<file path="src/rtl/victim_buf_pkg.sv">
package victim_buf_pkg;
  localparam int unsigned VB_ENTRIES_DEF = 4;
  localparam int unsigned VB_ADDR_W_DEF  = 26;
  localparam int unsigned VB_DATA_W_DEF  = 64;

  typedef enum logic [1:0] {
    VB_ACT_IDLE = 2'd0,
    VB_ACT_SWAP = 2'd1,
    VB_ACT_TAKE = 2'd2,
    VB_ACT_FILL = 2'd3
  } vb_act_e;
endpackage

</file>
<file path="src/rtl/vb_match.sv">
module vb_match #(
  parameter int unsigned N  = 4,
  parameter int unsigned AW = 26,
  localparam int unsigned IW = $clog2(N)
) (
  input  logic [N-1:0]         valid,
  input  logic [N-1:0][AW-1:0] tags,
  input  logic [AW-1:0]        key,
  output logic [N-1:0]         hit_vec,
  output logic                 hit,
  output logic [IW-1:0]        hit_idx
);
  logic [N-1:0] eq;

  for (genvar g = 0; g < N; g++) begin : g_cmp
    assign eq[g] = valid[g] && (tags[g] == key);
  end

  assign hit_vec = eq;
  assign hit     = |eq;

  always_comb begin
    hit_idx = '0;
    for (int j = 0; j < N; j++) begin
      if (eq[j]) hit_idx = hit_idx | IW'(j);
    end
  end
endmodule

</file>
<file path="src/rtl/vb_alloc.sv">
module vb_alloc #(
  parameter int unsigned N = 4,
  localparam int unsigned IW = $clog2(N)
) (
  input  logic [N-1:0]         valid,
  input  logic [N-1:0][IW-1:0] age,
  output logic [IW-1:0]        slot,
  output logic                 full
);
  localparam logic [IW-1:0] OLDEST = IW'(N - 1);

  always_comb begin
    full = &valid;
    slot = '0;
    if (full) begin
      for (int j = 0; j < N; j++) begin
        if (age[j] == OLDEST) slot = IW'(j);
      end
    end else begin
      for (int j = N - 1; j >= 0; j--) begin
        if (!valid[j]) slot = IW'(j);
      end
    end
  end
endmodule

</file>
<file path="src/rtl/vb_age.sv">
module vb_age #(
  parameter int unsigned N = 4,
  localparam int unsigned IW = $clog2(N)
) (
  input  logic                 clk,
  input  logic                 rst_n,
  input  logic                 ins_en,
  input  logic [IW-1:0]        ins_idx,
  input  logic                 rem_en,
  input  logic [IW-1:0]        rem_idx,
  input  logic [N-1:0]         valid,
  output logic [N-1:0][IW-1:0] age
);
  localparam logic [IW:0] ALL_RANKS = (IW+1)'(N);

  logic [N-1:0][IW-1:0] age_q, age_d;
  logic [IW:0]          thr;
  logic                 age_en;

  // rank 0 = newest insertion; valid entries always hold distinct ranks
  always_comb begin
    thr   = valid[ins_idx] ? {1'b0, age_q[ins_idx]} : ALL_RANKS;
    age_d = age_q;
    for (int j = 0; j < N; j++) begin
      if (ins_en) begin
        if (IW'(j) == ins_idx) begin
          age_d[j] = '0;
        end else if (valid[j] && ({1'b0, age_q[j]} < thr)) begin
          age_d[j] = age_q[j] + IW'(1);
        end
      end else if (rem_en) begin
        if (valid[j] && (age_q[j] > age_q[rem_idx])) begin
          age_d[j] = age_q[j] - IW'(1);
        end
      end
    end
  end

  assign age_en = ins_en || rem_en;

  always_ff @(posedge clk or negedge rst_n) begin
    if (!rst_n) begin
      age_q <= '0;
    end else if (age_en) begin
      age_q <= age_d;
    end
  end

  assign age = age_q;
endmodule

</file>
<file path="src/rtl/victim_buf.sv">
module victim_buf
  import victim_buf_pkg::*;
#(
  parameter int unsigned N      = VB_ENTRIES_DEF,
  parameter int unsigned ADDR_W = VB_ADDR_W_DEF,
  parameter int unsigned DATA_W = VB_DATA_W_DEF,
  localparam int unsigned IW    = $clog2(N)
) (
  input  logic              clk,
  input  logic              rst_n,
  input  logic              req_valid,
  input  logic [ADDR_W-1:0] req_addr,
  input  logic              evict_valid,
  input  logic [ADDR_W-1:0] evict_addr,
  input  logic [DATA_W-1:0] evict_data,
  input  logic              evict_dirty,
  output logic              rsp_valid,
  output logic              rsp_hit,
  output logic [DATA_W-1:0] rsp_data,
  output logic              rsp_dirty,
  output logic              wb_valid,
  output logic [ADDR_W-1:0] wb_addr,
  output logic [DATA_W-1:0] wb_data
);
  // reset synchronizer: asynchronous assert, synchronous release
  logic [1:0] rst_sync_q;
  logic       rst_sync_n;

  always_ff @(posedge clk or negedge rst_n) begin
    if (!rst_n) rst_sync_q <= 2'b00;
    else        rst_sync_q <= {rst_sync_q[0], 1'b1};
  end
  assign rst_sync_n = rst_sync_q[1];

  // entry storage
  logic [N-1:0]             valid_q, valid_d;
  logic [N-1:0]             dirty_q, dirty_d;
  logic [N-1:0][ADDR_W-1:0] tag_q, tag_d;
  logic [N-1:0][DATA_W-1:0] data_q, data_d;

  logic [N-1:0]         hit_vec;
  logic                 hit_any;
  logic [IW-1:0]        hit_idx;
  logic [N-1:0][IW-1:0] age;
  logic [IW-1:0]        alloc_idx;
  logic                 full;

  vb_match #(.N(N), .AW(ADDR_W)) u_match (
    .valid   (valid_q),
    .tags    (tag_q),
    .key     (req_addr),
    .hit_vec (hit_vec),
    .hit     (hit_any),
    .hit_idx (hit_idx)
  );

  vb_alloc #(.N(N)) u_alloc (
    .valid (valid_q),
    .age   (age),
    .slot  (alloc_idx),
    .full  (full)
  );

  // action decode
  vb_act_e       act;
  logic          ins_en, rem_en, push_out, wb_fire;
  logic [IW-1:0] ins_idx;

  always_comb begin
    if (req_valid && hit_any) act = evict_valid ? VB_ACT_SWAP : VB_ACT_TAKE;
    else if (evict_valid)     act = VB_ACT_FILL;
    else                      act = VB_ACT_IDLE;
  end

  assign ins_en   = (act == VB_ACT_SWAP) || (act == VB_ACT_FILL);
  assign rem_en   = (act == VB_ACT_TAKE);
  assign ins_idx  = (act == VB_ACT_SWAP) ? hit_idx : alloc_idx;
  assign push_out = (act == VB_ACT_FILL) && full;
  assign wb_fire  = push_out && dirty_q[alloc_idx];

  vb_age #(.N(N)) u_age (
    .clk     (clk),
    .rst_n   (rst_sync_n),
    .ins_en  (ins_en),
    .ins_idx (ins_idx),
    .rem_en  (rem_en),
    .rem_idx (hit_idx),
    .valid   (valid_q),
    .age     (age)
  );

  // storage next state
  always_comb begin
    valid_d = valid_q;
    dirty_d = dirty_q;
    tag_d   = tag_q;
    data_d  = data_q;
    if (ins_en) begin
      valid_d[ins_idx] = 1'b1;
      dirty_d[ins_idx] = evict_dirty;
      tag_d[ins_idx]   = evict_addr;
      data_d[ins_idx]  = evict_data;
    end else if (rem_en) begin
      valid_d[hit_idx] = 1'b0;
    end
  end

  always_ff @(posedge clk or negedge rst_sync_n) begin
    if (!rst_sync_n) begin
      valid_q <= '0;
      dirty_q <= '0;
    end else if (ins_en || rem_en) begin
      valid_q <= valid_d;
      dirty_q <= dirty_d;
    end
  end

  always_ff @(posedge clk) begin
    if (ins_en) begin
      tag_q  <= tag_d;
      data_q <= data_d;
    end
  end

  // registered results
  logic              rsp_valid_q, rsp_hit_q, rsp_dirty_q, wb_valid_q;
  logic [DATA_W-1:0] rsp_data_q, wb_data_q;
  logic [ADDR_W-1:0] wb_addr_q;
  logic              take_hit;

  assign take_hit = (act == VB_ACT_SWAP) || (act == VB_ACT_TAKE);

  always_ff @(posedge clk or negedge rst_sync_n) begin
    if (!rst_sync_n) begin
      rsp_valid_q <= 1'b0;
      rsp_hit_q   <= 1'b0;
      wb_valid_q  <= 1'b0;
    end else begin
      rsp_valid_q <= req_valid;
      rsp_hit_q   <= take_hit;
      wb_valid_q  <= wb_fire;
    end
  end

  always_ff @(posedge clk) begin
    if (take_hit) begin
      rsp_data_q  <= data_q[hit_idx];
      rsp_dirty_q <= dirty_q[hit_idx];
    end
    if (wb_fire) begin
      wb_addr_q <= tag_q[alloc_idx];
      wb_data_q <= data_q[alloc_idx];
    end
  end

  assign rsp_valid = rsp_valid_q;
  assign rsp_hit   = rsp_hit_q;
  assign rsp_data  = rsp_data_q;
  assign rsp_dirty = rsp_dirty_q;
  assign wb_valid  = wb_valid_q;
  assign wb_addr   = wb_addr_q;
  assign wb_data   = wb_data_q;
endmodule

</file>
<file path="config.mk">
export PLATFORM = sky130hd
export DESIGN_NAME = victim_buf
export DESIGN_NICKNAME = d
export VERILOG_FILES = /design/src/rtl/victim_buf_pkg.sv /design/src/rtl/vb_match.sv /design/src/rtl/vb_alloc.sv /design/src/rtl/vb_age.sv /design/src/rtl/victim_buf.sv
export SDC_FILE = /design/constraint.sdc
export NUM_CORES = 1
export LEC_CHECK = 0
export BUFFER_PORTS_ARGS = -buffer_cell sky130_fd_sc_hd__buf_2
export CAP_MARGIN = 15
export CELL_PAD_IN_SITES_DETAIL_PLACEMENT = 1
export CELL_PAD_IN_SITES_GLOBAL_PLACEMENT = 2
export CORE_UTILIZATION = 45
export CTS_BUF_LIST = sky130_fd_sc_hd__clkbuf_8 sky130_fd_sc_hd__clkbuf_16
export DETAILED_ROUTE_END_ITERATION = 8
export PLACE_DENSITY = 0.89
export SYNTH_ARGS = -nofsm -noshare
export SYNTH_HDL_FRONTEND = slang
export SYNTH_HIERARCHICAL = 1
export SYNTH_SLANG_ARGS = --single-unit
</file>
<file path="constraint.sdc">
create_clock -name clk -period 0.9 [get_ports clk]
set_input_delay 0.18 -clock clk [delete_from_list [all_inputs] [get_ports clk]]
set_output_delay 0.18 -clock clk [all_outputs]
set_load 0.1 [all_outputs]
</file>
==> After elaboration in Yosys (flattened, before gate mapping) <==
Index checks and enable logic that the tools add are counted.
{ "op_classes": {"n_addsub": 8, "n_lt_le_gt_ge": 13, "n_eq_ne": 17, "n_mux": 65, "bitwise_logic": 3, "reduce_logical": 34} }
{ "ops": {"columns": ["operator", "n"], "rows": [
  ["64-bit binary-select mux with 2-bit select", 2],
  ["256-bit bitwise mux", 1],
  ["64-bit 2-to-1 mux", 3],
  ["64-bit demux with 2-bit select", 1],
  ["104-bit bitwise mux", 1],
  ["26-bit == test", 4],
  ["2-bit 2-to-1 mux", 35],
  ["26-bit binary-select mux with 2-bit select", 1],
  ["26-bit demux with 2-bit select", 1],
  ["26-bit 2-to-1 mux", 2],
  ["4-bit AND reduction", 5],
  ["1-bit logical AND", 17],
  ["2-bit by 3-bit less-than comparator with 1-bit output", 4],
  ["3-bit != test (second input constant)", 4],
  ["2-bit == test (second input constant)", 5],
  ["2-bit nonzero test", 5],
  ["2-bit by 3-bit less-than comparator with 1-bit output (second input constant)", 3],
  ["2-bit by 1-bit adder with 2-bit output (second input constant)", 4],
  ["2-bit binary-select mux with 2-bit select", 2],
  ["2-bit > comparator", 4],
  ["4-bit 2-to-1 mux", 2],
  ["2-bit by 1-bit subtractor with 2-bit output (second input constant)", 4],
  ["1-bit 2-to-1 mux", 7],
  ["1-bit binary-select mux with 2-bit select", 3],
  ["14 further kinds", 20]
]} }
{ "word_totals": {"reg_bits": 536, "inputBits": 121, "out_inout_bits": 158, "word_cells": 162} }

==> Longest topological paths before layout <==
Gate-level depths: netlist of the first run.
{ "logic_depth": {"ltp_word": 15, "ltp_mapped": 19} }

==> By module <==
Netlist of the first run, hierarchy kept.
{ "by_module_without_submodules": {"columns": ["mod", "instances", "cells_each", "area_per_inst_um2", "seq_area_each_um2"], "rows": [
  ["victim_buf", 1, 766, 19901.6, 15790.1],
  ["vb_match", 1, 151, 1211.2, 0.0],
  ["vb_age", 1, 124, 1081.0, 200.2],
  ["vb_alloc", 1, 10, 65.1, 0.0]
]} }

==> Least setup slack after synthesis of the first run <==
OpenSTA, ideal clock, no wires.
{ "synth_path": {"path_type": "register -> register", "start": "reg tag_q[12] in the netlist's numbering", "end": "reg data_q[128] in the netlist's numbering, enable pin", "setup_ps": 443, "arrival_time_ps": 3608, "slack_ps": -3152, "stages_incl_launch_ff": 8, "cell_sequence": "edfxtp_1 xnor2_1 nand4_1 or4_4 o2111ai_2 and4b_1 a32oi_1 inv_1"} }
{ "synth_via": {"elab_chain_cells": 7} }
{ "synth_lines": {"columns": ["item", "line", "text"], "rows": [
  ["start: declaration", "victim_buf.sv:38", "logic [N-1:0][ADDR_W-1:0] tag_q, tag_d;"],
  ["start signal: assignment", "victim_buf.sv:120", "tag_q <= tag_d;"],
  ["26-bit == test *", "vb_match.sv:16", "assign eq[g] = valid[g] && (tags[g] == key);"],
  ["1-bit logical AND *", "vb_match.sv:16", null],
  ["4-bit OR reduction *", "vb_match.sv:20", "assign hit = |eq;"],
  ["via hit_any", "victim_buf.sv:42", "logic hit_any;"],
  ["1-bit logical AND *", "victim_buf.sv:70", "if (req_valid && hit_any) act = evict_valid ? VB_ACT_SWAP : VB_ACT_TAKE;"],
  ["2-bit 2-to-1 mux *", "victim_buf.sv:70", null],
  ["2-bit by 1-bit == test with 1-bit output or 2-bit == test (tied branches)", "victim_buf.sv:75", "assign ins_en = (act == VB_ACT_SWAP) || (act == VB_ACT_FILL);"],
  ["1-bit logical OR *", "victim_buf.sv:75", null],
  ["end signal: assignment", "victim_buf.sv:121", "data_q <= data_d;"],
  ["end: declaration", "victim_buf.sv:39", "logic [N-1:0][DATA_W-1:0] data_q, data_d;"]
]} }
Mark *: on every way through the listed nets, which the timed path passes. The rest lies on a longest branch.
A chain may end at the register's enable or synchronous reset.

==> Worst setup path in the final report of the first run <==
{ "layout_path": {"start": "reg tag_q[42] in the netlist's numbering", "end": "reg u_age.age_q, in the netlist u_age/age[3]"} }
{ "layout_via": {"elab_chain_cells": 14} }
{ "layout_lines": {"columns": ["item", "line", "text"], "rows": [
  ["26-bit == test *", "vb_match.sv:16", null],
  ["1-bit logical AND *", "vb_match.sv:16", null],
  ["4-bit OR reduction *", "vb_match.sv:20", null],
  ["via hit_any", "victim_buf.sv:42", null],
  ["1-bit logical AND *", "victim_buf.sv:70", null],
  ["2-bit 2-to-1 mux *", "victim_buf.sv:70", null],
  ["2-bit by 1-bit == test with 1-bit output *", "victim_buf.sv:77", "assign ins_idx = (act == VB_ACT_SWAP) ? hit_idx : alloc_idx;"],
  ["2-bit 2-to-1 mux *", "victim_buf.sv:77", null],
  ["via ins_idx[0]", "victim_buf.sv:67", "logic [IW-1:0] ins_idx;"],
  ["2-bit binary-select mux with 2-bit select or 1-bit binary-select mux with 2-bit select (tied branches)", "vb_age.sv:22", "thr = valid[ins_idx] ? {1'b0, age_q[ins_idx]} : ALL_RANKS;"],
  ["2-bit 2-to-1 mux (not written as such) or 1-bit 2-to-1 mux (tied branches)", "vb_age.sv:22", null],
  ["3-bit 2-to-1 mux", "vb_age.sv:22", null],
  ["2-bit by 3-bit less-than comparator with 1-bit output", "vb_age.sv:28", "end else if (valid[j] && ({1'b0, age_q[j]} < thr)) begin"],
  ["1-bit logical AND", "vb_age.sv:28", null],
  ["3-bit != test (no source line)", null, null],
  ["4-bit AND reduction (no source line)", null, null],
  ["end signal: assignment", "vb_age.sv:45", "age_q <= age_d;"],
  ["end: declaration", "vb_age.sv:16", "logic [N-1:0][IW-1:0] age_q, age_d;"]
]} }
Mark *: on every way through the listed nets, which the timed path passes. The rest lies on a longest branch. The select of a mux whose other input is x is not followed.

==> results of run 1 <==
[worst paths after layout]
check                                end           from  slack [ns]  depth (start not counted)
min in group asynchronous     valid_q[1]  rst_sync_q[1]        0.22                          1
hold reg to reg               valid_q[1]  rst_sync_q[1]        0.22                          1
setup reg to reg            u_age/age[3]      tag_q[42]       -2.99                         15
hold / removal                valid_q[0]    evict_valid        0.08                          4
max in group asynchronous  rst_sync_q[0]          rst_n        0.28                          3
setup / recovery            u_age/age[3]      tag_q[42]       -2.99                         15
[stage by stage]
step / util (%) / cell area [µm²] / setup WS [ns] / TNS [ns] / power, mW
after floorplan: - / 22300 / -3.07 / -1529.90 / 74.6
after global placement: 57.1 / 27900 / -3.05 / -1575.76 / 97.4
after detailed placement: 57.1 / 27900 / -3.08 / -1626.70 / 99.4
after CTS: 63.3 / 30900 / -2.90 / -1670.99 / 124
after global routing: 63.3 / 30900 / -3.12 / -1772.74 / 127
final: 63.4 / 31000 / -2.99 / -1681.96 / 123
[sequential cells by signal, indices dropped and copies added (netlist names), 2 cells and up]
register	flops
tag_q	104
rst_sync_q	2
data_q	256
wb_data	64
wb_addr	26
valid_q	4
rsp_data	64
dirty_q	4
u_age/age	8
[what timing repair did]
item / 4_1_cts / 5_1_grt
setup buffers: 3 / 1
endpoints found under the setup margin: 846 / 846
pin swaps: 33 / 12
endpoints found under the hold margin: 367 / 0
gates resized for setup: 47 / 5
hold buffers: 94 / 0
[worst max-delay path, stage by stage, from the launching register on]
cell and delay [ns]:
edfxtp_1 0.44, xnor2_1 0.31, nand4_1 0.18, nor4_1 0.33, nand4_1 0.23, o2111ai_4 0.18, nand3_2 0.12, mux2_4 0.34
mux4_2 0.48, nand2_4 0.15, ha_4 0.22, or2_4 0.23, a211oi_2 0.22, xnor2_1 0.14, o21ai_1 0.08, o31a_1 0.12
[metal layers]
metal	global-route usage [%]	share of wire, %	wire length [µm]
met5	0	0.043	27
met4	8.38	2.6	1610
met3	4.43	4.8	2980
met2	46.6	55	34300
met1	30.2	38	23700
[area by class of cell]
cell class                 instances  share of cell area, %
multi-input combinational        441                   20.0
clock inverter                    45                  0.982
tap                              664                   2.68
sequential                       536                   51.7
antenna                            4                 0.0323
timing repair buffer             502                   19.6
clock buffer                      59                   4.73
inverter                          19                  0.295
[power by group through the flow]
| stage | clock network, mW | logic, mW | registers [mW] |
|---|---|---|---|
| floorplan | 0 | 19.4 | 55.3 |
| finish | 22.4 | 57.8 | 42.8 |
| detailed placement | 0 | 56.4 | 43.0 |
| global placement | 0 | 55.3 | 42.1 |
| CTS | 22.7 | 58.2 | 42.8 |
| global route | 23.5 | 59.8 | 43.5 |
==> metrics, run 1 <==
Worst Max-Slew Pin Slew 0.873 ns; power density cells 3980 nW/µm²; CP startpoint kind flop; DIE AREA 50300 µm²; Die Y 224 µm; Initial Util 45.5%; Crit Path Max Fanout 4; Sequential Area 16000 µm²; part of the power in registers 34.8%; failing checks setup timing; Final min period 3.89 ns; WHS 0.0760 ns; internal power 74.8 mW; status finished, violations left; Comb pwr share 47.0%; switch share 39.2%; Final Hold Vio Count 0; Clock power frac 18.2%; Clock Skews 0.0267 ns; slew margin rel. 41.8%; TritonCTS Buffers 56; most frequent cells in the layout 515 x edfxtp_1, 186 x buf_12, 160 x mux4_2; Tcrit/Tclk final 432%; final setup violation count 846; Post-route DRC 0; global route overflow 0; synthesized cell area 22200 µm²; Sw Pwr 48.2 mW; Static Leak 10.9 nW; Syn Area/Cell 21.2 µm²; Core ar. 48800 µm²; syn_nets 1180; antenna viol nets, final 0; Setup crit end kind flop; post-route insts no fill 2270; Max clock buf depth 3; CTS tree built; first-pass GRT wire length 93500 µm; largest net degree at the start of global routing 55; critical path type flop to flop; Layout Area Growth over Synthesis 39.2%; Post-layout nets 1689; Multi-input gate area 6200 µm²; Ports 279; HPWL Detailed 40200 µm; Ys Warns 6; port bufs 278; # rows 81; clk slew on worst S/H paths 0.07 ns; CTS root buf clkbuf_16; number of global-route vias before repair 14500; clock latency at the later pin of the worst-skew pair 0.61 ns; Routed WL per cell 27.6 µm; Pre-antenna DRT Iters 5; WP data required 1.39 ns; via/cell ratio 5.59; initial antenna violation count 5; RSZ-0062 raised after global routing yes; Post-Syn Instances 1047; Placer Congestion 0.874; fillcell total 4123; Setup WS post-layout -2.99 ns; Routed WL 62700 µm; Max VDD drop 0.00332 V; H-tree Lvls 2; Initial DRC Count 790; HP Class input port to flop; max_cap viols 0; Die W 224 µm; # clock sinks 536; Fmax achieved 0.257 GHz; Vias 12700; Pins Over Slew Limit 0; total track usage 25.4%; share of layout cells above drive strength 1 44.4%; most common cell after layout, fill and taps aside edfxtp_1; DP Cell Count 2064; CP arrival 4.37 ns
Note: power is estimated with default switching activity, not from simulation.
==> inputs of run 2 (changes only) <==
- SETUP_SLACK_MARGIN: default -> 0.5
==> metrics, run 2 (synthesized netlist as in run 1, its figures left out) <==
share of layout cells above drive strength 1 47.4% (+3.1 points); Core ar. 48800 µm² (unchanged); DP Cell Count 2064 (unchanged); RSZ-0062 raised after global routing yes; HP Class input port to flop; DIE AREA 50300 µm² (unchanged); CP arrival 4.29 ns (-0.08 ns); part of the power in registers 34.9% (about the same); Post-DP Area 27900 µm² (unchanged); Sw Pwr 47.7 mW (-1.1%); port bufs 278 (unchanged); Setup WS post-layout -2.90 ns (+0.0845 ns); Max VDD drop 0.00279 V (-16%); antenna viol nets, final 0 (unchanged); Routed WL per cell 27.3 µm (-1.0%); CTS root buf clkbuf_16; slew margin rel. 42.1% (+0.35 points); Static Leak 10.5 nW (-3.3%); max_cap viols 0 (unchanged); total power 122 mW (-0.65%); HPWL Detailed 40200 µm (unchanged); Post-route DRC 0 (unchanged); clk slew on worst S/H paths 0.06 ns (about the same); status finished, violations left; H-tree Lvls 2 (unchanged); TritonCTS Buffers 56 (unchanged); first-pass GRT wire length 89000 µm (-4.8%); most frequent cells in the layout 515 x edfxtp_1, 186 x buf_12, 160 x mux4_2; initial antenna violation count 16 (+11); Fmax achieved 0.263 GHz (+2.2%); Die W 224 µm (unchanged); number of global-route vias before repair 13800 (-4.9%); failing checks hold timing, setup timing; hold buffers post-CTS 1 (-99%); # rows 81 (unchanged); switch share 39.0% (-0.18 points); fillcell total 4148 (+0.61%); Post-layout nets 1596 (-5.5%); Comb pwr share 47.0% (about the same); Initial DRC Count 852 (+7.8%); CTS tree built; Vias 12200 (-4.2%); Final min period 3.80 ns (-0.0845 ns); WP data required 1.39 ns (about the same); Initial Util 45.5% (unchanged); post-route cell area 30100 µm² (-2.8%); Routed WL 59600 µm (-4.9%); Pre-antenna DRT Iters 5 (unchanged); Max clock buf depth 3 (unchanged); # clock sinks 536 (unchanged); clock latency at the later pin of the worst-skew pair 0.61 ns (about the same); internal power 74.6 mW (-0.34%); global route overflow 0 (unchanged); Ports 279 (unchanged); critical path type flop to flop; Clock power frac 18.1% (about the same); largest net degree at the start of global routing 55 (unchanged); WHS -0.221 ns (-0.297 ns); max reg flops 256 (unchanged); Die Y 224 µm (unchanged); Top reg by flops data_q; worst slack at placement -3.08 ns (unchanged); Layout Area Growth over Synthesis 35.2%; final setup violation count 846 (unchanged); total track usage 24.2% (-1.3 points); Crit Path Max Fanout 4 (unchanged); Final Hold Vio Count 367 (+367); Placer Congestion 0.874 (unchanged); Tcrit/Tclk final 422% (-9.4 points); post-route insts no fill 2182 (-3.9%); via/cell ratio 5.57 (-0.35%); most common cell after layout, fill and taps aside edfxtp_1; Worst Max-Slew Pin Slew 0.868 ns (-0.00531 ns); largest registers data_q: 256 flops, tag_q: 104 flops; CP startpoint kind flop; Clock Skews 0.0231 ns (-0.00360 ns); Pins Over Slew Limit 0 (unchanged); Setup crit end kind flop; power density cells 4070 nW/µm² (+2.3%)
-- run 2: cell types whose count changed in the layout (fill, tap and decap cells not counted) --
cell / before / now
dlygate4sd3_1: 94 / 1
xnor2_1: 55 / 50
diode_2: 4 / 9
xnor2_2: 14 / 19
-- run 2: final timing paths --
kind,slack (ns),from,end,cells after the start
min in group asynchronous,-0.09,rst_n,rst_sync_q[1],2
min,-0.22,evict_data[10],data_q[202],1
max in group asynchronous,0.53,rst_sync_q[1],u_age/age[6],1
max,-2.90,tag_q[0],u_age/age[3],14
min reg2reg,0.22,rst_sync_q[1],valid_q[1],1
max reg2reg,-2.90,tag_q[0],u_age/age[3],14
-- run 2: per-layer routing --
layer	track usage, %	wire, µm	part of all wire, %
met1	29.1	22600	38
met2	43.2	32000	54
met3	5.03	3340	5.6
met4	8.23	1590	2.7
met5	0	89	0.15
-- run 2: power by group through the flow --
stage               clock network (mW)  registers (mW)  logic, mW
floorplan                            0            55.3       19.4
global placement                     0            42.1       55.3
detailed placement                   0            43.0       56.4
CTS                               22.7            42.8       57.9
global route                      23.4            43.4       59.4
finish                            22.2            42.7       57.4
-- run 2: what timing repair did --
item                                    4_1_cts  5_1_grt
gates resized for setup                      47       10
endpoints found under the setup margin      847      856
pin swaps                                    33       11
buffers inserted                              3        1
hold endpoints to repair                    367      367
-- run 2: layout make-up --
cell class | count | area [µm²] | share of cell area (%)
diodes | 9 | 22.5 | 0.0749
clock buffers | 59 | 1470 | 4.87
clock inverters | 45 | 304 | 1.01
inverters | 19 | 91.3 | 0.304
multi-input cells | 441 | 6240 | 20.8
flip-flops and latches | 536 | 16000 | 53.2
well taps | 664 | 831 | 2.76
repair buffers | 409 | 5130 | 17.0
-- run 2: metrics by stage --
stage          setup TNS [ns]  utilization (%)
3_5_place_dp         -1626.70             57.1
5_1_grt              -1750.77             61.5
3_3_place_gp         -1575.76             57.1
6_report             -1651.84             61.6
2_1_floorplan        -1529.90                -
4_1_cts              -1670.99             61.4
-- run 2: critical path, stage by stage (launching register included) --
cell and delay, ns:
edfxtp_1 0.43, xnor2_1 0.19, nand4_1 0.17, or4_4 0.57, o2111ai_4 0.23, nand3_2 0.12
mux2_4 0.34, mux4_2 0.48, nand2_4 0.15, ha_4 0.22, or2_4 0.23, a211oi_2 0.22
xnor2_1 0.14, o21ai_1 0.08, o31a_1 0.12
